`src/rtl/rcs_pkg.sv`:
```
package rcs_pkg;

  typedef enum logic [2:0] {
    K_CMD   = 3'd0,
    K_IDLE  = 3'd1,
    K_DPOLL = 3'd2,
    K_EPOLL = 3'd3,
    K_TERM  = 3'd4
  } req_kind_e;

  typedef enum logic [1:0] {
    A_ACK  = 2'd0,
    A_BUSY = 2'd1,
    A_HARD = 2'd2,
    A_SOFT = 2'd3
  } ack_e;

  typedef enum logic [1:0] {
    S_IDLE = 2'd0,
    S_REQ  = 2'd1,
    S_RSP  = 2'd2,
    S_EVAL = 2'd3
  } seq_st_e;

  localparam int CHUNK_MAX = 255;

  // status vector bits: {timeout, io_err, no_dev, ok}
  localparam logic [3:0] ST_OK  = 4'b0001;
  localparam logic [3:0] ST_NOD = 4'b0010;
  localparam logic [3:0] ST_IO  = 4'b0100;
  localparam logic [3:0] ST_TMO = 4'b1000;

  function automatic int size_bits(input logic [1:0] sz);
    case (sz)
      2'd1:    return 8;
      2'd2:    return 16;
      2'd3:    return 32;
      default: return 0;
    endcase
  endfunction

  // serial CRC step over the low n bits of v, msb first
  function automatic logic [3:0] crc4_feed(input logic [3:0] c_in,
                                           input logic [31:0] v,
                                           input int n);
    logic [3:0] c;
    logic fb;
    c = c_in;
    for (int i = 31; i >= 0; i--) begin
      if (i < n) begin
        fb = c[3] ^ v[i];
        c  = {c[2:0], 1'b0} ^ (fb ? 4'h7 : 4'h0);
      end
    end
    return c;
  endfunction

  function automatic logic [31:0] mask_data(input logic [31:0] d, input logic [1:0] sz);
    case (sz)
      2'd1:    return {24'd0, d[7:0]};
      2'd2:    return {16'd0, d[15:0]};
      2'd3:    return d;
      default: return 32'd0;
    endcase
  endfunction

endpackage

```
`src/rtl/rcs_rsp_check.sv`:
```
module rcs_rsp_check
  import rcs_pkg::*;
(
  input  logic [3:0]  tag,
  input  logic [31:0] data,
  input  logic [3:0]  crc,
  input  logic [1:0]  size,
  output ack_e        code,
  output logic        crc_ok,
  output logic        dead
);
  logic [3:0] res;

  always_comb begin
    code = ack_e'(tag[1:0]);
    res  = crc4_feed(4'h0, 32'h1, 1);
    res  = crc4_feed(res, {28'd0, tag}, 4);
    if (tag[1:0] == A_ACK)
      res = crc4_feed(res, data, size_bits(size));
    res    = crc4_feed(res, {28'd0, crc}, 4);
    crc_ok = (res == 4'h0);
    dead   = ((tag == 4'hF) && (crc == 4'hF)) || ((tag == 4'h0) && (crc == 4'h0));
  end
endmodule

```
`src/rtl/rcs_burst_split.sv`:
```
module rcs_burst_split
  import rcs_pkg::*;
#(
  parameter int CNT_W = 16
) (
  input  logic             clk,
  input  logic             rst_n,
  input  logic             load,
  input  logic [CNT_W-1:0] load_val,
  input  logic             take,
  output logic [7:0]       chunk,
  output logic             last
);
  logic [CNT_W-1:0] rem_q;

  always_comb begin
    last  = (rem_q <= CNT_W'(CHUNK_MAX));
    chunk = last ? rem_q[7:0] : 8'(CHUNK_MAX);
  end

  always_ff @(posedge clk or negedge rst_n) begin
    if (!rst_n)    rem_q <= '0;
    else if (load) rem_q <= load_val;
    else if (take) rem_q <= rem_q - CNT_W'(chunk);
  end
endmodule

```
`src/rtl/rcs_wdog.sv`:
```
module rcs_wdog #(
  parameter int LIMIT = 64
) (
  input  logic clk,
  input  logic rst_n,
  input  logic active,
  input  logic kick,
  output logic expired
);
  localparam int W = $clog2(LIMIT + 1);
  logic [W-1:0] cnt_q;

  assign expired = active && !kick && (cnt_q == W'(LIMIT - 1));

  always_ff @(posedge clk or negedge rst_n) begin
    if (!rst_n)                cnt_q <= '0;
    else if (!active || kick)  cnt_q <= '0;
    else if (!expired)         cnt_q <= cnt_q + W'(1);
  end
endmodule

```
`src/rtl/rcs_resp_seq.sv`:
```
module rcs_resp_seq
  import rcs_pkg::*;
#(
  parameter int CRC_RETRIES = 2,
  parameter int BUSY_MAX    = 3,
  parameter int CMD_TRIES   = 3,
  parameter int BUSY_IDLE   = 21,
  parameter int CRC_IDLE    = 300,
  parameter int WD_LIMIT    = 64,
  parameter int CNT_W       = 16
) (
  input  logic        clk,
  input  logic        rst_n,
  input  logic        cmd_valid,
  output logic        cmd_ready,
  input  logic [1:0]  cmd_size,
  output logic        req_valid,
  input  logic        req_ready,
  output logic [2:0]  req_kind,
  output logic [7:0]  req_count,
  input  logic        rsp_valid,
  output logic        rsp_ready,
  input  logic [3:0]  rsp_tag,
  input  logic [31:0] rsp_data,
  input  logic [3:0]  rsp_crc,
  output logic        done,
  output logic        ok,
  output logic        no_dev,
  output logic        io_err,
  output logic        timeout,
  output logic [31:0] rd_data
);
  localparam int CRCN_W = $clog2(CRC_RETRIES + 2);
  localparam int BSYN_W = $clog2(BUSY_MAX + 2);
  localparam int TRY_W  = $clog2(CMD_TRIES + 2);

  seq_st_e           state_q;
  req_kind_e         kind_q, pend_q;
  logic [1:0]        size_q;
  logic [CRCN_W-1:0] crcn_q;
  logic [BSYN_W-1:0] busyn_q;
  logic [TRY_W-1:0]  tries_q;
  logic [3:0]        tag_q, crc_q, stat_q;
  logic [31:0]       data_q, rdata_q;
  logic              done_q;

  ack_e        code;
  logic        crc_ok, dead;
  logic [7:0]  chunk;
  logic        chunk_last, wd_exp, wd_active, wd_kick;
  logic        in_eval, go_epoll, go_busy, split_load, split_take;
  logic [CNT_W-1:0] split_val;

  rcs_rsp_check u_check (
    .tag(tag_q), .data(data_q), .crc(crc_q), .size(size_q),
    .code(code), .crc_ok(crc_ok), .dead(dead)
  );

  always_comb begin
    in_eval    = (state_q == S_EVAL);
    go_epoll   = in_eval && (kind_q != K_TERM) && !crc_ok && !dead &&
                 (crcn_q < CRCN_W'(CRC_RETRIES));
    go_busy    = in_eval && (kind_q != K_TERM) && crc_ok && (code == A_BUSY);
    split_load = go_epoll || go_busy;
    split_val  = go_busy ? CNT_W'(BUSY_IDLE) : CNT_W'(CRC_IDLE);
    split_take = (state_q == S_REQ) && req_ready && (kind_q == K_IDLE) && !wd_exp;
    wd_active  = (state_q == S_REQ) || (state_q == S_RSP);
    wd_kick    = ((state_q == S_REQ) && req_ready) || ((state_q == S_RSP) && rsp_valid);
  end

  rcs_burst_split #(.CNT_W(CNT_W)) u_split (
    .clk(clk), .rst_n(rst_n), .load(split_load), .load_val(split_val),
    .take(split_take), .chunk(chunk), .last(chunk_last)
  );

  rcs_wdog #(.LIMIT(WD_LIMIT)) u_wdog (
    .clk(clk), .rst_n(rst_n), .active(wd_active), .kick(wd_kick), .expired(wd_exp)
  );

  always_ff @(posedge clk or negedge rst_n) begin
    if (!rst_n) begin
      state_q <= S_IDLE;
      kind_q  <= K_CMD;
      pend_q  <= K_CMD;
      size_q  <= '0;
      crcn_q  <= '0;
      busyn_q <= '0;
      tries_q <= '0;
      tag_q   <= '0;
      crc_q   <= '0;
      data_q  <= '0;
      rdata_q <= '0;
      stat_q  <= '0;
      done_q  <= 1'b0;
    end else begin
      done_q <= 1'b0;
      stat_q <= '0;
      case (state_q)
        S_IDLE: if (cmd_valid) begin
          size_q  <= cmd_size;
          tries_q <= TRY_W'(1);
          crcn_q  <= '0;
          busyn_q <= '0;
          kind_q  <= K_CMD;
          state_q <= S_REQ;
        end
        S_REQ: begin
          if (wd_exp) begin
            stat_q <= ST_TMO; done_q <= 1'b1; state_q <= S_IDLE;
          end else if (req_ready) begin
            if (kind_q == K_IDLE) begin
              if (chunk_last) kind_q <= pend_q;
            end else begin
              state_q <= S_RSP;
            end
          end
        end
        S_RSP: begin
          if (wd_exp) begin
            stat_q <= ST_TMO; done_q <= 1'b1; state_q <= S_IDLE;
          end else if (rsp_valid) begin
            tag_q   <= rsp_tag;
            data_q  <= rsp_data;
            crc_q   <= rsp_crc;
            state_q <= S_EVAL;
          end
        end
        S_EVAL: begin
          state_q <= S_IDLE;
          if (kind_q == K_TERM) begin
            stat_q <= ST_IO; done_q <= 1'b1;
          end else if (!crc_ok) begin
            if (dead) begin
              stat_q <= ST_NOD; done_q <= 1'b1;
            end else if (go_epoll) begin
              crcn_q  <= crcn_q + CRCN_W'(1);
              pend_q  <= K_EPOLL;
              kind_q  <= K_IDLE;
              state_q <= S_REQ;
            end else begin
              stat_q <= ST_IO; done_q <= 1'b1;
            end
          end else begin
            case (code)
              A_ACK: begin
                stat_q  <= ST_OK; done_q <= 1'b1;
                rdata_q <= mask_data(data_q, size_q);
              end
              A_BUSY: begin
                if (busyn_q < BSYN_W'(BUSY_MAX)) begin
                  busyn_q <= busyn_q + BSYN_W'(1);
                  pend_q  <= K_DPOLL;
                end else begin
                  pend_q  <= K_TERM;
                end
                kind_q  <= K_IDLE;
                state_q <= S_REQ;
              end
              A_SOFT: begin
                if (tries_q < TRY_W'(CMD_TRIES)) begin
                  tries_q <= tries_q + TRY_W'(1);
                  crcn_q  <= '0;
                  busyn_q <= '0;
                  kind_q  <= K_CMD;
                  state_q <= S_REQ;
                end else begin
                  stat_q <= ST_IO; done_q <= 1'b1;
                end
              end
              default: begin
                stat_q <= ST_IO; done_q <= 1'b1;
              end
            endcase
          end
        end
        default: state_q <= S_IDLE;
      endcase
    end
  end

  assign cmd_ready = (state_q == S_IDLE);
  assign req_valid = (state_q == S_REQ);
  assign req_kind  = kind_q;
  assign req_count = (kind_q == K_IDLE) ? chunk : 8'd0;
  assign rsp_ready = (state_q == S_RSP);
  assign done      = done_q;
  assign ok        = stat_q[0];
  assign no_dev    = stat_q[1];
  assign io_err    = stat_q[2];
  assign timeout   = stat_q[3];
  assign rd_data   = rdata_q;

endmodule

```
`config.mk`:
```
export PLATFORM = sky130hd
export DESIGN_NAME = rcs_resp_seq
export DESIGN_NICKNAME = d
export VERILOG_FILES = /design/src/rtl/rcs_pkg.sv /design/src/rtl/rcs_rsp_check.sv /design/src/rtl/rcs_burst_split.sv /design/src/rtl/rcs_wdog.sv /design/src/rtl/rcs_resp_seq.sv
export SDC_FILE = /design/constraint.sdc
export NUM_CORES = 1
export LEC_CHECK = 0
export BUFFER_PORTS_ARGS = -buffer_cell sky130_fd_sc_hd__buf_2
export CORE_MARGIN = 1
export CORE_UTILIZATION = 30
export DETAILED_ROUTE_END_ITERATION = 6
export GPL_ROUTABILITY_DRIVEN = 0
export GPL_TIMING_DRIVEN = 0
export PLACE_DENSITY = 0.51
export SLEW_MARGIN = 20
export SYNTH_ARGS = -nofsm -noshare
export SYNTH_HDL_FRONTEND = slang
export SYNTH_HIERARCHICAL = 1
export SYNTH_SLANG_ARGS = --single-unit
```
`constraint.sdc`:
```
create_clock -name clk -period 18.45 [get_ports clk]
set_input_delay 1.845 -clock clk [delete_from_list [all_inputs] [get_ports clk]]
set_output_delay 1.845 -clock clk [all_outputs]
set_load 0.005 [all_outputs]
```
==> results of run 1 <==
-- placed cells by master, fill, tap and decap left out, types with 14 or more instances in the layout --
cell / n
nand3_1: 47
xor2_1: 20
a21oi_1: 21
mux2_2: 40
xnor2_1: 65
buf_2: 108
o21ai_0: 62
nor2_1: 26
inv_1: 56
nand2_1: 40
clkbuf_1: 23
dfrtp_1: 118
clkbuf_16: 17
and2_1: 14
-- worst paths after layout --
| path | to | slack [ns] | cells after the start | start |
|---|---|---|---|---|
| max reg2reg | u_split/rem_q[0] | 9.05 | 31 | tag_q[3] |
| max | u_split/rem_q[0] | 9.05 | 31 | tag_q[3] |
| max in group asynchronous | tries_q[0] | 16.43 | 2 | rst_n |
| min in group asynchronous | rd_data[10] | 1.31 | 1 | rst_n |
| min | u_wdog/cnt_q[5] | 0.48 | 1 | u_wdog/cnt_q[5] |
| min reg2reg | u_wdog/cnt_q[5] | 0.48 | 1 | u_wdog/cnt_q[5] |
-- cells by family (layout without fill, tap and decap cells) --
family	after synthesis	in the layout	synth area share
flip-flops	118	118	0.378
AO/OA/AOI/OAI	154	154	0.132
multiplexers	62	62	0.0896
XOR/XNOR	107	107	0.156
other	2	11	0.000961
buffers and inverters	100	227	0.0586
AND/OR/NAND/NOR	226	226	0.167
adder cells (fa/ha/maj)	11	11	0.0176
-- state kept, by name (all words and copies together) (netlist names), 4 cells and up --
name and flops:
stat_q 4, u_wdog/cnt_q 7, u_split/rem_q 16, rd_data 32, data_q 32, crc_q 4, tag_q 4
-- through the flow --
| step | std cells | setup WS [ns] | hold slack, ns | utilization |
|---|---|---|---|---|
| 6_report | 1246 | 9.05 | 0.477 | 0.367 |
| 5_1_grt | 1246 | 8.45 | 0.489 | 0.367 |
| 4_1_cts | 1246 | 9.00 | 0.480 | 0.367 |
| 3_5_place_dp | 1217 | 9.06 | 0.471 | 0.346 |
| 3_3_place_gp | 1216 | 9.00 | 0.474 | 0.344 |
| 2_1_floorplan | 789 | 10.52 | 0.448 | - |
-- worst max-delay path, delay by kind of cell (launching register included) --
kind            cells  cell delay (ns)
simple gates        8             2.50
compound gates      6             1.26
flops               1             0.47
buf+inv             6             1.92
fa+ha+maj           1             0.27
xor+xnor            7             2.17
mux                 3             0.73
-- cell type report --
cell class / instances / area share
repair buffers: 98 / 0.0561
clock buffers: 19 / 0.0464
plain buffers: 44 / 0.0266
well taps: 330 / 0.0443
flip-flops and latches: 118 / 0.317
inverters: 56 / 0.0225
clock inverters: 10 / 0.0118
multi-input cells: 571 / 0.476
-- per-layer routing --
metal | track usage | wire (um)
met5 | 0 | 8
met2 | 0.254 | 9600
met4 | 0.0391 | 170
met1 | 0.198 | 9100
met3 | 0.0322 | 828
==> impl_metrics.json, run 1 <==
{
  "slowest_stage": "or4_4",
  "nFillCells": 2632,
  "period_minus_slack_ns": 9.40,
  "drive_gt1_frac": 0.251,
  "grt_use_total": 0.152,
  "dr_total_vias": 5971,
  "synth-seq-area-share": 0.378,
  "antenna_found_initial": 1,
  "clkLatencyLatePin_ns": 0.42,
  "synth_area_sq_um": 7820,
  "design_area_sq_um": 9330,
  "synth_area_leaders": "dfrtp_1 (38%), xnor2_1 (7.3%), mux2_2 (5.8%)",
  "cts_sinks": 118,
  "cts_buffers": 17,
  "cts.path.max_buffers": 2,
  "placed_area_sq_um": 8790,
  "nets": 964,
  "cts_tree": "built",
  "slowest_delay_ns": 0.52,
  "syn_to_final_growth_pct": 19.4,
  "async_reset_ff_frac": 1.00,
  "core_area_sq_um": 25400,
  "antenna_cells": 0,
  "fin_skew_ns": 0.0143,
  "synth_top_area_cell": "dfrtp_1",
  "grt_max_degree": 81,
  "start_util": 0.308,
  "setup_violations": 0,
  "worst_path_most_repeated_cell": "clkbuf_1",
  "hpwl_um": 14600,
  "root_buffer": "clkbuf_16",
  "startpoint_type": "register",
  "die_x_um": 163,
  "drt_iter0_drc": 314,
  "finalHoldViolCount": 0,
  "netlist_top_cells_count": "dfrtp_1 (118), xnor2_1 (65), o21ai_0 (62)",
  "htree_levels": 4,
  "first_pass_iters": 4,
  "grt_overflow": 0,
  "wl_per_cell_um": 15.8,
  "yosys_warnings": 6,
  "synthCells": 780,
  "fmax_ghz": 0.106,
  "worstMarginPinSlew_ns": 0.936,
  "wirelength_um": 19700,
  "rsz0062_at_grt": "false",
  "placementRows": 58,
  "vias_per_cell": 4.79,
  "synth-edff-count": 0,
  "drc": 0,
  "portBuffers": 97,
  "grt_pass1_wl_um": 31500,
  "tns_ns": 0,
  "status": "finished clean",
  "ys.flop_type": "dfrtp_1",
  "avgSynthCellArea_sq_um": 10.0,
  "cap_violations": 0,
  "critPathKind": "reg -> reg",
  "slew_headroom": 0.370,
  "die_h_um": 163,
  "fin_crit_sh": 0.509,
  "yosysTopAreaCellShare": 0.378,
  "grt_pass1_vias": 5857,
  "clkTransAtPathRegs_ns": 0.05,
  "synth.ff_latch_count": 118,
  "drv_slew": 0,
  "hold_path_class": "reg -> reg",
  "worstSetupEndpointType": "register",
  "cts.hold.buffers_added": 0,
  "worstPathRequired_ns": 18.79,
  "multiInputGateArea_sq_um": 4440,
  "ant_nets": 0,
  "path_max_fanout": 10,
  "io_pins": 98,
  "netlist-cell-type-count": 94,
  "yosys.cell_count.top_type": "dfrtp_1",
  "die_area_sq_um": 26700,
  "cts_resized": 0,
  "cp.arrival_ns": 9.73,
  "post-cts-setup-buffers": 0,
  "register_area_sq_um": 2950
}
Power of run 1 is left out: the tool's default activity adds up to more than one toggle a clock period on the data nets, which glitch-free logic cannot reach.
==> run 2, diff against run 1 <==
==> constraint.sdc (replaced) <==
create_clock -name clk -period 9.4 [get_ports clk]
set_input_delay 0.94 -clock clk [delete_from_list [all_inputs] [get_ports clk]]
set_output_delay 0.94 -clock clk [all_outputs]
set_load 0.005 [all_outputs]
==> run 2 against run 1 <==
First-iteration DRC count up 0.64%. Critical path depth unchanged. Sequential cell count unchanged. Critical path type unchanged.
==> impl_metrics.json, run 2 (synthesis results as in run 1) <==
{
  "rsz0062_at_grt": "false",
  "startpoint_type": "register",
  "fin_skew_ns": 0.0152,
  "post-cts-setup-buffers": 0,
  "clkTransAtPathRegs_ns": 0.05,
  "cp.arrival_ns": 9.10,
  "nets": 964,
  "wirelength_um": 19600,
  "final_common_cell": "dfrtp_1",
  "met3_usage": 0.0322,
  "antenna_cells": 0,
  "io_pins": 98,
  "antenna_found_initial": 1,
  "busiest_layer": "met2",
  "cap_violations": 0,
  "critPathKind": "reg -> reg",
  "finalHoldViolCount": 0,
  "slew_headroom": 0.379,
  "drc": 0,
  "ant_nets": 0,
  "cts.path.max_buffers": 2,
  "grt_max_degree": 81,
  "period_minus_slack_ns": 8.76,
  "placementRows": 58,
  "fin_crit_sh": 0.932,
  "drv_slew": 0,
  "clkLatencyLatePin_ns": 0.42,
  "first_pass_iters": 4,
  "placed_area_sq_um": 8790,
  "vias_per_cell": 4.76,
  "hold_path_class": "in -> async",
  "r2r_slack_ns": 0.64,
  "hpwl_um": 14600,
  "grt_overflow": 0,
  "slowest_stage": "or4_4",
  "final_cell_mix": "dfrtp_1 (118), buf_2 (108), xnor2_1 (65)",
  "portBuffers": 97,
  "use_met1": 0.198,
  "reg2reg_to": "u_split/rem_q[0]",
  "grtUsageMet2": 0.254,
  "die_h_um": 163,
  "wl_per_cell_um": 15.7,
  "die_area_sq_um": 26700,
  "core_area_sq_um": 25400,
  "worstRegToRegCells": 31,
  "path_max_fanout": 10,
  "drt_iter0_drc": 316,
  "htree_levels": 4,
  "design_area_sq_um": 9340,
  "grt_pass1_vias": 5852,
  "r2r_start": "tag_q[3]",
  "cts_buffers": 17,
  "drive_gt1_frac": 0.254,
  "cts_tree": "built",
  "slowest_delay_ns": 0.52,
  "start_util": 0.308,
  "root_buffer": "clkbuf_16",
  "die_x_um": 163,
  "grt_use_total": 0.152,
  "grt_pass1_wl_um": 31400,
  "status": "finished clean",
  "worstPathRequired_ns": 9.74,
  "worstMarginPinSlew_ns": 0.922,
  "worstSetupEndpointType": "register",
  "syn_to_final_growth_pct": 19.5,
  "setup_violations": 0,
  "dr_total_vias": 5925,
  "cts_sinks": 118,
  "fmax_ghz": 0.114
}
-- run 2: worst max-delay path, delay by kind of cell (launching register included) --
kind | cells | cell delay [ns]
AOI/OAI and AO/OA | 6 | 1.15
xor gates and xnor gates | 7 | 2.18
adders and majority gates | 1 | 0.27
buffers and inverters | 6 | 1.55
DFF | 1 | 0.47
muxes | 3 | 0.72
and+or+nand+nor | 8 | 2.34
-- run 2: layer usage --
layer,up-vias,routed length [um]
met5,-,8
met2,88,9590
met1,2852,9040
li1,2970,-
met3,13,825
met4,2,161
-- run 2: worst max-delay path by stage --
stage,endpoint,startpoint,slack [ns]
after floorplan,u_split/rem_q[7],tag_q[3],1.47
after global placement,u_split/rem_q[0],tag_q[3],-0.05
after detailed placement,u_split/rem_q[0],tag_q[3],0.006
after CTS,u_split/rem_q[3],tag_q[3],0.13
after global routing,u_split/rem_q[3],tag_q[3],0.08
final,u_split/rem_q[0],tag_q[3],0.64
-- run 2: cell type report --
| type | count | area [sq um] |
|---|---|---|
| clock buffers | 19 | 433 |
| plain buffers | 44 | 250 |
| flip-flops and latches | 118 | 2950 |
| fillers | 2632 | 16100 |
| clock inverters | 10 | 110 |
| well taps | 330 | 413 |
| repair buffers | 98 | 523 |
| multi-input cells | 571 | 4450 |
| inverters | 56 | 210 |
-- run 2: per-stage QoR --
step	hold WS, ns	setup slack, ns	utilization	instances	TNS (ns)
2_1_floorplan	0.448	1.47	-	789	0
3_3_place_gp	0.474	-0.0510	0.344	1216	-0.0561
3_5_place_dp	0.471	0.00557	0.346	1217	0
4_1_cts	0.405	0.135	0.367	1246	0
5_1_grt	0.410	0.0806	0.368	1246	0
6_report	0.405	0.636	0.368	1246	0
-- run 2: what timing repair did --
action | 4_1_cts | 5_1_grt
hold buffers | 0 | 0
endpoints found under the setup margin | 3 | 12
gates resized for setup | 1 | 4
Power of run 2 is left out for the same reason.
==> run 3, diff against run 2 <==
--- a/config.mk
+++ b/config.mk
@@ -6,6 +6,7 @@
 export NUM_CORES = 1
 export LEC_CHECK = 0
 export BUFFER_PORTS_ARGS = -buffer_cell sky130_fd_sc_hd__buf_2
+export CORE_ASPECT_RATIO = 0.9
 export CORE_MARGIN = 1
 export CORE_UTILIZATION = 30
 export DETAILED_ROUTE_END_ITERATION = 6
==> run 3 against run 2 <==
First-iteration DRC count increased by 34%. Hold slack got worse by 0.018 ns. Count of clock-buffer cells in the layout decreased by 1. Clock skew about the same. Die area about the same. Fmax about the same. Global-route usage increased by 0.47 points. Final cell count increased by 1.2%. Register-to-register slack about the same. Non-clock buffer count unchanged.
==> impl_metrics.json, run 3 (synthesis results as in run 1) <==
{
  "cp.arrival_ns": 9.11,
  "final_cell_mix": "dfrtp_1 (118), buf_2 (108), xnor2_1 (65)",
  "setup_violations": 0,
  "clkLatencyLatePin_ns": 0.43,
  "drt_iter0_drc": 422,
  "core_area_sq_um": 25400,
  "die_x_um": 172,
  "fmax_ghz": 0.114,
  "portBuffers": 97,
  "fin_skew_ns": 0.0155,
  "die_area_sq_um": 26700,
  "startpoint_type": "register",
  "syn_to_final_growth_pct": 20.2,
  "grt_pass1_wl_um": 32100,
  "worstPathRequired_ns": 9.74,
  "start_util": 0.308,
  "hold_path_class": "in -> async",
  "drive_gt1_frac": 0.259,
  "die_h_um": 155,
  "cap_violations": 0,
  "first_pass_iters": 5,
  "critPathKind": "reg -> reg",
  "antenna_cells": 0,
  "drv_slew": 0,
  "grt_overflow": 0,
  "antenna_found_initial": 0,
  "htree_levels": 4,
  "slowest_delay_ns": 0.52,
  "slowest_stage": "or4_4",
  "wirelength_um": 19700,
  "status": "finished clean",
  "cts_sinks": 118,
  "root_buffer": "clkbuf_16",
  "hpwl_um": 14500,
  "io_pins": 98,
  "vias_per_cell": 4.76,
  "path_max_fanout": 10,
  "rsz0062_at_grt": "false",
  "tns_ns": 0,
  "dr_total_vias": 6002,
  "cts_resized": 0,
  "finalHoldViolCount": 0,
  "cts.hold.buffers_added": 0,
  "cts_tree": "built",
  "clkTransAtPathRegs_ns": 0.06,
  "drc": 0,
  "final_common_cell": "dfrtp_1",
  "worstSetupEndpointType": "register",
  "period_minus_slack_ns": 8.77,
  "ant_nets": 0,
  "nets": 964,
  "cts_buffers": 17,
  "worstMarginPinSlew_ns": 0.926,
  "slew_headroom": 0.376,
  "grt_pass1_vias": 5910,
  "nFillCells": 2560,
  "wl_per_cell_um": 15.6,
  "grt_max_degree": 84,
  "placementRows": 55,
  "post-cts-setup-buffers": 0,
  "grt_use_total": 0.157,
  "fin_crit_sh": 0.933,
  "cts.path.max_buffers": 2
}
[run 3: worst paths after layout]
path                                      start          endpoint  slack, ns  cells after the start
worst max-delay path                   tag_q[3]  u_split/rem_q[3]       0.63                     31
worst min-delay path                      rst_n       rd_data[14]       0.39                      1
worst max register to register         tag_q[3]  u_split/rem_q[3]       0.63                     31
worst min register to register  u_wdog/cnt_q[5]   u_wdog/cnt_q[5]       0.49                      1
max in group asynchronous                 rst_n   u_wdog/cnt_q[4]       8.28                      2
min in group clk                u_wdog/cnt_q[5]   u_wdog/cnt_q[5]       0.49                      1
[run 3: per-layer routing]
metal | vias up | global-route usage | share of wire
li1 | 2988 | - | -
met1 | 2925 | 0.211 | 0.49
met2 | 82 | 0.252 | 0.47
met3 | 7 | 0.0333 | 0.030
met4 | 0 | 0.0455 | 0.0072
met5 | - | 0 | 0
[run 3: stage by stage]
| stage | setup slack, ns | cells | area, sq um | hold slack, ns | util |
|---|---|---|---|---|---|
| after floorplan | 1.47 | 789 | 7850 | 0.448 | - |
| after global placement | 0.0580 | 1228 | 8760 | 0.477 | 0.345 |
| after detailed placement | 0.0728 | 1229 | 8800 | 0.473 | 0.347 |
| after CTS | 0.0138 | 1261 | 9380 | 0.380 | 0.369 |
| after global routing | 0.0387 | 1261 | 9390 | 0.391 | 0.370 |
| final | 0.632 | 1261 | 9390 | 0.387 | 0.370 |
[run 3: area by class of cell]
type	count	area [sq um]	share of cell area
tap	342	428	0.0456
buffer	44	250	0.0266
clock inverter	14	140	0.0149
sequential	118	2950	0.314
timing repair buffer	98	523	0.0557
multi-input combinational	571	4450	0.474
inverter	56	210	0.0224
clock buffer	18	439	0.0468
[run 3: worst max-delay path: cells and delay by family (launching register included)]
family                   cells  cell delay, ns
AO/OA/AOI/OAI                6            1.16
flip-flops                   1            0.48
adder cells (fa/ha/maj)      1            0.27
multiplexers                 3            0.75
XOR/XNOR                     7            2.16
AND/OR/NAND/NOR              8            2.33
buffers and inverters        6            1.53
Power of run 3 is left out for the same reason.
